$ cat src/rtl/fsk_modctl_pkg.sv
package fsk_modctl_pkg;

   // number of set bits in a constant word
   function automatic int unsigned ones_in(input int unsigned v);
      int unsigned n;
      n = 0;
      for (int i = 0; i < 32; i++) begin
         if (v[i]) n++;
      end
      return n;
   endfunction

   // index of the lowest set bit, 0 when none
   function automatic int unsigned lowest_one(input int unsigned v);
      int unsigned p;
      p = 0;
      for (int i = 31; i >= 0; i--) begin
         if (v[i]) p = i;
      end
      return p;
   endfunction

endpackage

$ cat src/rtl/fsk_reload_sel.sv
module fsk_reload_sel
   import fsk_modctl_pkg::*;
#(
   parameter int unsigned W         = 4,
   parameter int unsigned LOAD_ZERO = 5,
   parameter int unsigned LOAD_ONE  = 7
) (
   input  logic         data_bit,
   output logic [W-1:0] load_word
);

   localparam int unsigned DIFF   = LOAD_ZERO ^ LOAD_ONE;
   localparam bit          DIRECT = (ones_in(DIFF) == 1) && ((LOAD_ONE & DIFF) != 0);
   localparam int unsigned POS    = lowest_one(DIFF);
   localparam logic [W-1:0] WORD_ZERO = LOAD_ZERO[W-1:0];
   localparam logic [W-1:0] WORD_ONE  = LOAD_ONE[W-1:0];

   generate
      if (DIRECT) begin : g_direct
         // the data bit wires straight into the one differing load bit
         always_comb begin
            load_word      = WORD_ZERO;
            load_word[POS] = data_bit;
         end
      end else begin : g_mux
         assign load_word = data_bit ? WORD_ONE : WORD_ZERO;
      end
   endgenerate

endmodule

$ cat src/rtl/fsk_cycle_counter.sv
module fsk_cycle_counter #(
   parameter int unsigned W = 4
) (
   input  logic         clk,
   input  logic         rst_n,
   input  logic [W-1:0] load_word,
   output logic [W-1:0] count,
   output logic         term
);

   localparam logic [W-1:0] ONE_STEP = {{(W-1){1'b0}}, 1'b1};

   assign term = &count;

   always_ff @(posedge clk) begin
      if (!rst_n || term) begin
         count <= load_word;
      end else begin
         count <= count + ONE_STEP;
      end
   end

   // plain increment away from terminal count
   assert_count_step_R1: assert property (@(posedge clk) disable iff (!rst_n)
      !term |=> (count == $past(count) + ONE_STEP));

   // terminal count never lasts two cycles
   assert_term_single_R2: assert property (@(posedge clk) disable iff (!rst_n)
      term |=> !term);

endmodule

$ cat src/rtl/fsk_modctl.sv
module fsk_modctl
   import fsk_modctl_pkg::*;
#(
   parameter int unsigned CNT_W     = 4,
   parameter int unsigned LOAD_ZERO = 5,
   parameter int unsigned LOAD_ONE  = 7
) (
   input  logic clk,
   input  logic rst_n,
   input  logic data_in,
   output logic mod_ctl,
   output logic carry_out
);

   localparam int unsigned TOP_VAL = (1 << CNT_W) - 1;
   localparam logic [CNT_W-1:0] WORD_ZERO = LOAD_ZERO[CNT_W-1:0];
   localparam logic [CNT_W-1:0] WORD_ONE  = LOAD_ONE[CNT_W-1:0];

   // elaboration checks on the configuration
   generate
      if (CNT_W < 2 || CNT_W > 16) begin : g_bad_width
         $error("fsk_modctl: CNT_W out of range");
      end
      if ((LOAD_ZERO % 2) == 0 || (LOAD_ONE % 2) == 0) begin : g_bad_parity
         $error("fsk_modctl: reload values must be odd");
      end
      if (LOAD_ZERO >= TOP_VAL || LOAD_ONE >= TOP_VAL) begin : g_bad_range
         $error("fsk_modctl: reload values must be below terminal count");
      end
      if (LOAD_ZERO == LOAD_ONE) begin : g_bad_same
         $error("fsk_modctl: reload values must differ");
      end
   endgenerate

   logic [CNT_W-1:0] load_word;
   logic [CNT_W-1:0] count;
   logic             term;

   fsk_reload_sel #(
      .W         (CNT_W),
      .LOAD_ZERO (LOAD_ZERO),
      .LOAD_ONE  (LOAD_ONE)
   ) u_sel (
      .data_bit  (data_in),
      .load_word (load_word)
   );

   fsk_cycle_counter #(
      .W (CNT_W)
   ) u_cnt (
      .clk       (clk),
      .rst_n     (rst_n),
      .load_word (load_word),
      .count     (count),
      .term      (term)
   );

   assign mod_ctl   = count[0];
   assign carry_out = term;

   // reload word follows the data value present at the terminal edge
   assert_reload_value_R3: assert property (@(posedge clk) disable iff (!rst_n)
      carry_out |=> (count == ($past(data_in) ? WORD_ONE : WORD_ZERO)));

   // carry only with the output high
   assert_carry_high_R2: assert property (@(posedge clk) disable iff (!rst_n)
      carry_out |-> mod_ctl);

   // output toggles except across reload
   assert_mod_toggle_R5: assert property (@(posedge clk) disable iff (!rst_n)
      !carry_out |=> (mod_ctl != $past(mod_ctl)));

   // output held high across reload
   assert_mod_hold_R5: assert property (@(posedge clk) disable iff (!rst_n)
      carry_out |=> mod_ctl);

   // reset loads the data-selected word
   assert_reset_load_R8: assert property (@(posedge clk)
      !rst_n |=> (count == ($past(data_in) ? WORD_ONE : WORD_ZERO)));

endmodule

$ cat config.mk
export PLATFORM = sky130hd
export DESIGN_NAME = fsk_modctl
export DESIGN_NICKNAME = d
export VERILOG_FILES = /design/src/rtl/fsk_modctl_pkg.sv /design/src/rtl/fsk_reload_sel.sv /design/src/rtl/fsk_cycle_counter.sv /design/src/rtl/fsk_modctl.sv
export SDC_FILE = /design/constraint.sdc
export NUM_CORES = 1
export LEC_CHECK = 0
export BUFFER_PORTS_ARGS = -buffer_cell sky130_fd_sc_hd__buf_2
export CAP_MARGIN = 20
export CORE_AREA = 2 2 39 41
export CTS_BUF_LIST = sky130_fd_sc_hd__clkbuf_8
export DETAILED_ROUTE_END_ITERATION = 10
export DIE_AREA = 0 0 41 43
export MAX_ROUTING_LAYER = met4
export PLACE_DENSITY = 0.45
export SYNTH_ARGS = -nofsm -noshare
export SYNTH_HDL_FRONTEND = slang
export SYNTH_HIERARCHICAL = 1
export SYNTH_SLANG_ARGS = --single-unit
$ cat constraint.sdc
create_clock -name clk -period 3.35 [get_ports clk]
set_input_delay 0.335 -clock clk [delete_from_list [all_inputs] [get_ports clk]]
set_output_delay 0.335 -clock clk [all_outputs]
set_load 0.05 [all_outputs]
# Word level (Yosys, flattened, before mapping)
# Index checks and enable logic that the tools add are counted.
# classes
n_addsub	1
mux	1
n_reduce_logical	3
# op_table
op	count
4-bit by 1-bit adder with 4-bit output, second input constant	1
4-bit AND reduction	1
2-bit 2-to-1 mux	1
1-bit logical NOT	1
1-bit logical OR	1
# totals
reg_bits	4
inputBits	3
wordCells	7

# Logic depth before layout (Yosys ltp)
# Gate-level depths: netlist (run 1).
# depth
depth_word	3
ltp_mapped	5

# Cells and area by module
# Netlist (run 1), hierarchy kept.
# modules_own_cells
module	instances	cells_each	area_per_inst_um2	seq_area_each_um2
fsk_cycle_counter	1	22	197.7	80.1
fsk_reload_sel	1	6	37.5	0.0

# Least setup slack after synthesis (run 1)
# No wires, ideal clock.
# synth_timing
path_kind	register -> output
from	register u_cnt.count[0]
to	output port carry_out
arrival_time_ns	1.417
slack_ns	1.598
path_stages_with_launch	4
path_buffers	0
path_cell_list	dfxtp_1 ha_1 nand3_1 inv_1
# synth_via
elab_chain_len	1
# synth_lines
item	line_no	text
start, declared	fsk_cycle_counter.sv:7	output logic [W-1:0] count,
start signal, assigned	fsk_cycle_counter.sv:17	count <= load_word;
start signal, assigned	fsk_cycle_counter.sv:19	count <= count + ONE_STEP;
4-bit AND reduction	fsk_cycle_counter.sv:13	assign term = &count;
end, declared	fsk_modctl.sv:12	output logic carry_out
# Every way passes these cells.

# Worst setup path in the final report (run 1)
# Ends and elaborated chain as after synthesis.

==> qor.yml, run 1 <==
outcome:
  status: "complete, no violations"
yosys:
  synth_xor_area_frac: 0
  synth-simple-area-share: 0.08511
  synth_area_leader_cell: "dfxtp_1"
  synth_adder_area_share: 0.05319
  yosysWarnings: 6
  synth_top_family_by_area: "compound AO/OA/AOI/OAI gates"
  netlist_area_um2: 235.2
  yosysSeqAreaShare: 0.3404
  yosysUniqueCellTypes: 15
  syn_inst: 28
  synth.top_cell.area_share: 0.3404
  synth_compound_area_frac: 0.2660
  muxShareOfSynthArea: 0.06383
  postSynthAreaPerCell_um2: 8.401
  synth.area.top_cells: "dfxtp_1, buf_4, o21ai_0, mux2_4, ha_1"
  ys_ff_latch: 4
critical_path:
  slowest_stage: "dfxtp_1"
  r2r_slack_ns: 2.02
  cp.arrival_ns: 1.35
  crit_end: "carry_out"
  cp_top_family: "flip-flops"
  crit_fanout: 5
  start_kind: "flop"
  cp-startpoint: "u_cnt/count[0]$_DFF_P_"
  worstSetupPathType: "flop to output pin"
  max_stage_delay_ns: 0.38
  cp_data_required_time_ns: 3.01
  worst-path-stages: 4
  r2r-start: "u_cnt/count[0]$_DFF_P_"
  r2r_cells: 4
  reg2reg_to: "u_cnt/count[1]$_DFF_P_"
  endpoint_kind: "output pin"
  crit_buf_inv: 2
  path_cells: "ha_1, nand3_1, inv_1, buf_2"
clock_network:
  cts_sinks: 4
  cts_buffer_depth: 2
  post_cts_buffers: 0
  postCtsResizedCells: 0
  cts_root_buffer: "clkbuf_8"
  cts_max_level: 1
  cts_buffers: 3
  tritoncts: "done"
  clk_latency_ns: 0.22
  holdBufCountCts: 0
  cts.clk_slew.worst_paths_ns: 0.03
die:
  core_area_mm2: 0.001384
  initial_utilization: 0.1700
  fp.dieW_um: 41
  die_y_um: 43
  dieArea_mm2: 0.001763
  rows: 14
  io_pins: 5
global_route:
  first_global_vias: 206
  grt_usage: 0.07621
  grt-ovfl-total: 0
  grt_max_degree: 7
  antenna_found_initial: 0
  grt_pass1_wl_um: 779
route:
  via_per_inst: 3.833
  dr.pass1.iters: 1
  wl_per_cell_um: 8.833
  antenna_left: 0
  drc: 0
  drtIter0Drc: 0
  routed_wl_um: 424
  num_vias: 184
min_path:
  hp-class: "input pin to flop"
flow_run:
  cap_violations: 0
place:
  place_congestion: 0.6193
  hpwlAfterDp_um: 304.3
  dp_cells: 45
  port-buffer-count: 4
timing:
  slew_viol_final: 0
  setup_violations: 0
  hold_violations: 0
  skew_ns: 0.005096
  fin_setup_tns_ns: 0
  rsz0062_at_grt: "false"
  period_share: 0.5030
  fmax_mhz: 593.5
  period_minus_slack_ns: 1.685
finish:
  reg_top3: "u_cnt/count x4"
  drive_above_1_share: 0.2813
  layout.area.seq_um2: 80.08
  final_cells: 48
  nNetsFinal: 38
  n_antenna_cell: 0
  largest_reg_flops: 4
  multi_input_area_um2: 121.4
  area_growth_pct: 23.40
  regMostFlops: "u_cnt/count"
  nFillCells: 151
pwr:
  p_int_mw: 0.1552
  p_per_area_mw_per_mm2: 748.6
  clkPwrFrac: 0.471
  vdd_drop_max_v: 0.0002945
  fin_total_pwr_mw: 0.2173
  power_frac_seq: 0.315
  p_leak_nw: 0.1481
  comb_power_share: 0.213
  p_sw_frac: 0.2858
  p_sw_mw: 0.06211
[cell usage in the layout (no fill, tap or decap), types with 2 or more instances in the layout]
| cell | netlist | final |
|---|---|---|
| clkbuf_8 | 0 | 3 |
| nand2_1 | 3 | 3 |
| dfxtp_1 | 4 | 4 |
| a21oi_1 | 2 | 2 |
| inv_1 | 2 | 2 |
| conb_1 | 2 | 3 |
| buf_2 | 0 | 4 |
| o21ai_0 | 3 | 3 |
[cells in the mapped netlist, drive strengths merged]
cell	n
dfxtp	4
nand2	3
a31oi	1
buf	4
a21oi	2
nand3	1
a21boi	1
ha	1
mux2	1
conb	2
a41o	1
o21ai	3
inv	2
nor2	1
a221o	1
[per-stage QoR]
stage                     worst slack, ns  utilization  hold WS, ns  area (um2)
after global placement              1.897       0.1799       0.5207       249.0
final                               1.665       0.2098       0.3456       290.3
after detailed placement            1.887       0.1799       0.5378       249.0
after global routing                1.557       0.2098       0.3526       290.3
after floorplan                     1.598            -       0.4263       239.0
after CTS                           1.652       0.2098       0.3402       290.3
[final cells by class]
type,count,area share
flip-flops and latches,4,0.2759
well taps,16,0.06897
repair buffers,4,0.06897
inverters,2,0.02586
multi-input cells,19,0.4181
clock buffers,3,0.1422
[power by group through the flow]
stage | clock [mW] | combinational, mW | sequential [mW]
2_1_floorplan | 0 | 0.0347 | 0.0732
3_3_place_gp | 0 | 0.0454 | 0.0698
3_5_place_dp | 0 | 0.0463 | 0.0692
4_1_cts | 0.107 | 0.0464 | 0.0685
5_1_grt | 0.110 | 0.0511 | 0.0710
6_report | 0.102 | 0.0464 | 0.0685
[layer usage]
metal / routed length [um] / global-route usage
met2: 244 / 0.1000
met5: 0 / -
met1: 165 / 0.06774
met4: 0 / 0.1000
met3: 14 / 0.03141
[cells by family after synthesis]
logic type / after synthesis
muxes: 1
adders and majority gates: 1
AOI/OAI and AO/OA: 9
buffers and inverters: 6
other: 2
and+or+nand+nor: 5
DFF: 4
[worst min path at each step]
stage,startpoint,endpoint,slack [ns],depth (start not counted)
floorplan,rst_n,u_cnt/count[3]$_DFF_P_,0.43,1
finish,data_in,u_cnt/count[1]$_DFF_P_,0.35,2
detailed placement,u_cnt/count[0]$_DFF_P_,u_cnt/count[0]$_DFF_P_,0.54,1
global route,data_in,u_cnt/count[1]$_DFF_P_,0.35,2
global placement,u_cnt/count[0]$_DFF_P_,u_cnt/count[0]$_DFF_P_,0.52,1
CTS,data_in,u_cnt/count[1]$_DFF_P_,0.34,2
Power figures use the tool's default switching activity.
==> run 2: changes to the inputs <==
==> constraint.sdc (replaced) <==
create_clock -name clk -period 1.7 [get_ports clk]
set_input_delay 0.17 -clock clk [delete_from_list [all_inputs] [get_ports clk]]
set_output_delay 0.17 -clock clk [all_outputs]
set_load 0.05 [all_outputs]
==> qor.yml, run 2 (synthesis gave the netlist of run 1 again) <==
critical_path:
  cp_data_required_time_ns: 1.53  # was 3.01 ns
  r2r_cells: 4  # unchanged
  r2r-start: "u_cnt/count[0]$_DFF_P_"  # unchanged
  reg2reg_to: "u_cnt/count[1]$_DFF_P_"  # unchanged
  r2r_slack_ns: 0.40  # was 2.02 ns
  endpoint_kind: "output pin"  # unchanged
  crit_fanout: 5  # unchanged
  cp.arrival_ns: 1.32  # was 1.35 ns
  worstSetupPathType: "flop to output pin"  # unchanged
  start_kind: "flop"  # unchanged
place:
  port-buffer-count: 4  # unchanged
  place_ws_ns: 0.3944  # was 1.887 ns
  place_congestion: 0.6043  # was 0.6193
pwr:
  p_leak_nw: 0.1481  # unchanged
  vdd_drop_max_v: 0.0004076  # was 0.0002945 V
  p_per_area_mw_per_mm2: 1479  # was 748.6 mW/mm2
clock_network:
  holdBufCountCts: 0  # unchanged
  cts.clk_slew.worst_paths_ns: 0.03  # about the same
  tritoncts: "done"  # unchanged
  cts_root_buffer: "clkbuf_8"  # unchanged
  postCtsResizedCells: 0  # unchanged
  cts_max_level: 1  # unchanged
  cts_buffers: 3  # unchanged
  clk_latency_ns: 0.22  # about the same
  cts_sinks: 4  # unchanged
  cts_buffer_depth: 2  # unchanged
  post_cts_buffers: 0  # unchanged
route:
  via_per_inst: 4.042  # was 3.833
  drtIter0Drc: 2  # was 0
  routed_wl_um: 417  # was 424 um
  wl_per_cell_um: 8.688  # was 8.833 um
  dr.pass1.iters: 3  # was 1
  num_vias: 194  # was 184
  drc: 0  # unchanged
  antenna_left: 0  # unchanged
finish:
  area_growth_pct: 23.40  # unchanged
  nNetsFinal: 38  # unchanged
  largest_reg_flops: 4  # unchanged
  layout_common_cells: "buf_2, dfxtp_1"  # unchanged
  regMostFlops: "u_cnt/count"  # unchanged
  reg_top3: "u_cnt/count x4"  # unchanged
  nFillCells: 152  # was 151
  final_util: 0.2098  # unchanged
  drive_above_1_share: 0.2813  # unchanged
  n_antenna_cell: 0  # unchanged
die:
  io_pins: 5  # unchanged
  fp.dieW_um: 41  # unchanged
  die_y_um: 43  # unchanged
  initial_utilization: 0.1700  # unchanged
  rows: 14  # unchanged
  dieArea_mm2: 0.001763  # unchanged
  core_area_mm2: 0.001384  # unchanged
timing:
  skew_ns: 0.005995  # was 0.005096 ns
  fin_setup_tns_ns: 0  # unchanged
  period_share: 0.8788
  fmax_mhz: 669.4
  rsz0062_at_grt: "false"  # unchanged
  hold_violations: 0  # unchanged
  setup_violations: 0  # unchanged
  period_minus_slack_ns: 1.494
  finalWorstSetupSlack_ns: 0.2060  # was 1.665 ns
  slew_viol_final: 0  # unchanged
min_path:
  worstHoldPathCells: 2  # unchanged
  hold_start: "data_in"  # unchanged
  hp-class: "input pin to flop"  # unchanged
  hold-path-endpoint: "u_cnt/count[1]$_DFF_P_"  # unchanged
global_route:
  first_global_vias: 169  # was 206
  grt_pass1_wl_um: 655  # was 779 um
  grt_max_degree: 7  # unchanged
  grt-ovfl-total: 0  # unchanged
  grt_usage: 0.07091  # was 0.07621
  antenna_found_initial: 0  # unchanged
flow_run:
  cap_violations: 0  # unchanged
outcome:
  status: "complete, no violations"  # unchanged
-- run 2: cell counts in the layout (fill, tap and decap cells not counted) --
Identical to the previous run, type by type.
-- run 2: worst max-delay path, cell delays in order (launching register included) --
cell	delay (ns)
dfxtp_1	0.37
ha_1	0.25
nand3_1	0.13
inv_1	0.09
buf_2	0.26
-- run 2: cell type report --
cell class,instances,area [um2],share of cell area
clock buffers,3,41.29,0.1422
inverters,2,7.507,0.02586
multi-input cells,19,121.4,0.4181
flip-flops and latches,4,80.08,0.2759
well taps,16,20.02,0.06897
repair buffers,4,20.02,0.06897
-- run 2: worst max path at each step --
| stage | from | to | slack [ns] | cells past startpoint |
|---|---|---|---|---|
| after detailed placement | u_cnt/count[0]$_DFF_P_ | u_cnt/count[1]$_DFF_P_ | 0.39 | 4 |
| after CTS | u_cnt/count[0]$_DFF_P_ | carry_out | 0.19 | 4 |
| after global placement | u_cnt/count[0]$_DFF_P_ | u_cnt/count[1]$_DFF_P_ | 0.40 | 4 |
| after global routing | u_cnt/count[0]$_DFF_P_ | carry_out | 0.11 | 4 |
| final | u_cnt/count[0]$_DFF_P_ | carry_out | 0.21 | 4 |
| after floorplan | u_cnt/count[0]$_DFF_P_ | u_cnt/count[0]$_DFF_P_ | 0.02 | 5 |
-- run 2: power breakdown --
part	internal [mW]	switching, mW
logic	0.0405	0.0501
clock network	0.151	0.0524
registers	0.114	0.0209
-- run 2: layer usage --
metal	track usage	vias up	routed length (um)
met1	0.05769	87	175
met4	0.1200	0	27
met5	-	-	0
li1	-	100	-
met3	0.04712	2	22
met2	0.07500	5	192
-- run 2: per-stage QoR --
step           std cells  power (mW)  hold WS [ns]  cell area [um2]
2_1_floorplan         29      0.2128        0.2613            239.0
3_3_place_gp          45      0.2271        0.3997            249.0
3_5_place_dp          45      0.2271        0.4002            249.0
4_1_cts               48      0.4363        0.1717            290.3
5_1_grt               48      0.4548        0.1862            290.3
6_report              48      0.4295        0.1758            290.3
==> run 3: changes to the inputs <==
--- a/config.mk
+++ b/config.mk
@@ -5,14 +5,13 @@
 export SDC_FILE = /design/constraint.sdc
 export NUM_CORES = 1
 export LEC_CHECK = 0
-export BUFFER_PORTS_ARGS = -buffer_cell sky130_fd_sc_hd__buf_2
 export CAP_MARGIN = 20
 export CORE_AREA = 2 2 39 41
 export CTS_BUF_LIST = sky130_fd_sc_hd__clkbuf_8
 export DETAILED_ROUTE_END_ITERATION = 10
 export DIE_AREA = 0 0 41 43
-export MAX_ROUTING_LAYER = met4
-export PLACE_DENSITY = 0.45
+export DONT_BUFFER_PORTS = 1
+export PLACE_DENSITY = 0.41
 export SYNTH_ARGS = -nofsm -noshare
 export SYNTH_HDL_FRONTEND = slang
 export SYNTH_HIERARCHICAL = 1
==> qor.yml, run 3 (synthesis gave the netlist of run 1 again) <==
critical_path:
  path_cells: "ha_1, nand3_1, inv_1, buf_12"  # was ha_1, nand3_1, inv_1, buf_2
  max_stage_delay_ns: 0.34  # was 0.37 ns
  cp_data_required_time_ns: 1.53  # about the same
  r2r_cells: 4  # unchanged
  worstSetupPathType: "flop to output pin"  # unchanged
  slowest_stage: "dfxtp_1"  # unchanged
  start_kind: "flop"  # unchanged
  endpoint_kind: "output pin"  # unchanged
  r2r_slack_ns: 0.41  # was 0.40 ns
  cp.arrival_ns: 1.25  # was 1.32 ns
  r2r-start: "u_cnt/count[1]$_DFF_P_"  # was u_cnt/count[0]$_DFF_P_
  reg2reg_to: "u_cnt/count[1]$_DFF_P_"  # unchanged
  crit_fanout: 4  # was 5
clock_network:
  postCtsResizedCells: 0  # unchanged
  tritoncts: "done"  # unchanged
  holdBufCountCts: 0  # unchanged
  cts_buffers: 3  # unchanged
  post_cts_buffers: 0  # unchanged
  cts_sinks: 4  # unchanged
  cts_max_level: 1  # unchanged
  cts_root_buffer: "clkbuf_8"  # unchanged
  cts_buffer_depth: 2  # unchanged
  clk_latency_ns: 0.22  # about the same
  cts.clk_slew.worst_paths_ns: 0.04  # was 0.03 ns
finish:
  drive_above_1_share: 0.2333  # was 0.2813
  largest_reg_flops: 4  # unchanged
  area_growth_pct: 26.60  # was 23.40%
  reg_top3: "u_cnt/count x4"  # unchanged
  nNetsFinal: 36  # was 38
  layout_common_cells: "dfxtp_1, clkbuf_8, nand2_1, o21ai_0, conb_1"  # was buf_2, dfxtp_1
  fin_area_um2: 297.8  # was 290.3 um2
  n_antenna_cell: 0  # unchanged
  nFillCells: 148  # was 152
  layout_commonest_cell: "dfxtp_1"
  regMostFlops: "u_cnt/count"  # unchanged
timing:
  hold_violations: 0  # unchanged
  setup_violations: 0  # unchanged
  fin_setup_tns_ns: 0  # unchanged
  fmax_mhz: 706.1  # was 669.4 MHz
  period_minus_slack_ns: 1.416  # was 1.494 ns
  slew_viol_final: 0  # unchanged
  skew_ns: 0.004368  # was 0.005995 ns
  period_share: 0.8331  # was 0.8788
  rsz0062_at_grt: "false"  # unchanged
die:
  io_pins: 5  # unchanged
  core_area_mm2: 0.001384  # unchanged
  initial_utilization: 0.1700  # unchanged
  fp.dieW_um: 41  # unchanged
  die_y_um: 43  # unchanged
  dieArea_mm2: 0.001763  # unchanged
  rows: 14  # unchanged
pwr:
  p_per_area_mw_per_mm2: 1487  # was 1479 mW/mm2
  vdd_drop_max_v: 0.0004720  # was 0.0004076 V
  fin_total_pwr_mw: 0.4427  # was 0.4295 mW
  p_leak_nw: 0.1439  # was 0.1481 nW
min_path:
  hp-class: "input pin to flop"  # unchanged
  hold_start: "rst_n"  # was data_in
  worstHoldPathCells: 1  # was 2
  hold-path-endpoint: "u_cnt/count[3]$_DFF_P_"  # was u_cnt/count[1]$_DFF_P_
route:
  dr.pass1.iters: 3  # unchanged
  num_vias: 188  # was 194
  drc: 0  # unchanged
  antenna_left: 0  # unchanged
  drtIter0Drc: 7  # was 2
  wl_per_cell_um: 10.48  # was 8.688 um
  routed_wl_um: 482  # was 417 um
  via_per_inst: 4.087  # was 4.042
global_route:
  grt_max_degree: 7  # unchanged
  antenna_found_initial: 0  # unchanged
  grt_pass1_wl_um: 821  # was 655 um
  first_global_vias: 197  # was 169
  grt_usage: 0.08024  # was 0.07091
  grt-ovfl-total: 0  # unchanged
place:
  port-buffer-count: 0  # was 4
  dpl-instance-area_um2: 256.5  # was 249.0 um2
  hpwlAfterDp_um: 315
  place_congestion: 0.6421  # was 0.6043
outcome:
  status: "complete, no violations"  # unchanged
flow_run:
  cap_violations: 0  # unchanged
run 3: cell count changes in the layout (fill, tap and decap cells not counted):
cell,change
buf_4,+1
buf_12,+1
buf_2,-4
run 3: layout make-up:
| cell class | count | area, um2 | share of cell area |
|---|---|---|---|
| Sequential cell | 4 | 80.08 | 0.2689 |
| Timing Repair Buffer | 2 | 27.53 | 0.09244 |
| Multi-Input combinational cell | 19 | 121.4 | 0.4076 |
| Tap cell | 16 | 20.02 | 0.06723 |
| Inverter | 2 | 7.507 | 0.02521 |
| Clock buffer | 3 | 41.29 | 0.1387 |
run 3: how the worst max path moves through the flow:
stage,from,end,slack [ns]
4_1_cts,u_cnt/count[1]$_DFF_P_,carry_out,0.29
2_1_floorplan,u_cnt/count[0]$_DFF_P_,u_cnt/count[0]$_DFF_P_,0.02
5_1_grt,u_cnt/count[1]$_DFF_P_,carry_out,0.18
3_5_place_dp,u_cnt/count[1]$_DFF_P_,u_cnt/count[1]$_DFF_P_,0.43
3_3_place_gp,u_cnt/count[1]$_DFF_P_,u_cnt/count[1]$_DFF_P_,0.45
6_report,u_cnt/count[1]$_DFF_P_,carry_out,0.28
run 3: per-layer routing:
metal,vias to the layer above,track usage,wire [um]
li1,96,-,-
met1,89,0.05449,183
met2,3,0.1188,281
met3,0,0.05236,17
met4,0,0.1000,0
met5,-,0,0
run 3: metrics by stage:
stage	setup slack [ns]	util	hold WS [ns]	std cells
6_report	0.2837	0.2152	0.03978	46
5_1_grt	0.1804	0.2152	0.05443	46
4_1_cts	0.2905	0.2152	0.03794	46
3_5_place_dp	0.4323	0.1854	0.2675	43
3_3_place_gp	0.4542	0.1854	0.2655	43
2_1_floorplan	0.02205	-	0.2613	29
run 3: critical path, delay by kind of cell (launching register included):
kind / cells / cell delay, ns
DFF: 1 / 0.34
adders and majority gates: 1 / 0.26
buffers and inverters: 2 / 0.28
and+or+nand+nor: 1 / 0.14
run 3: report_power, final:
part / internal (mW) / switching [mW]
combinational: 0.0479 / 0.0546
clock: 0.152 / 0.0547
sequential: 0.114 / 0.0197
total: 0.314 / 0.129
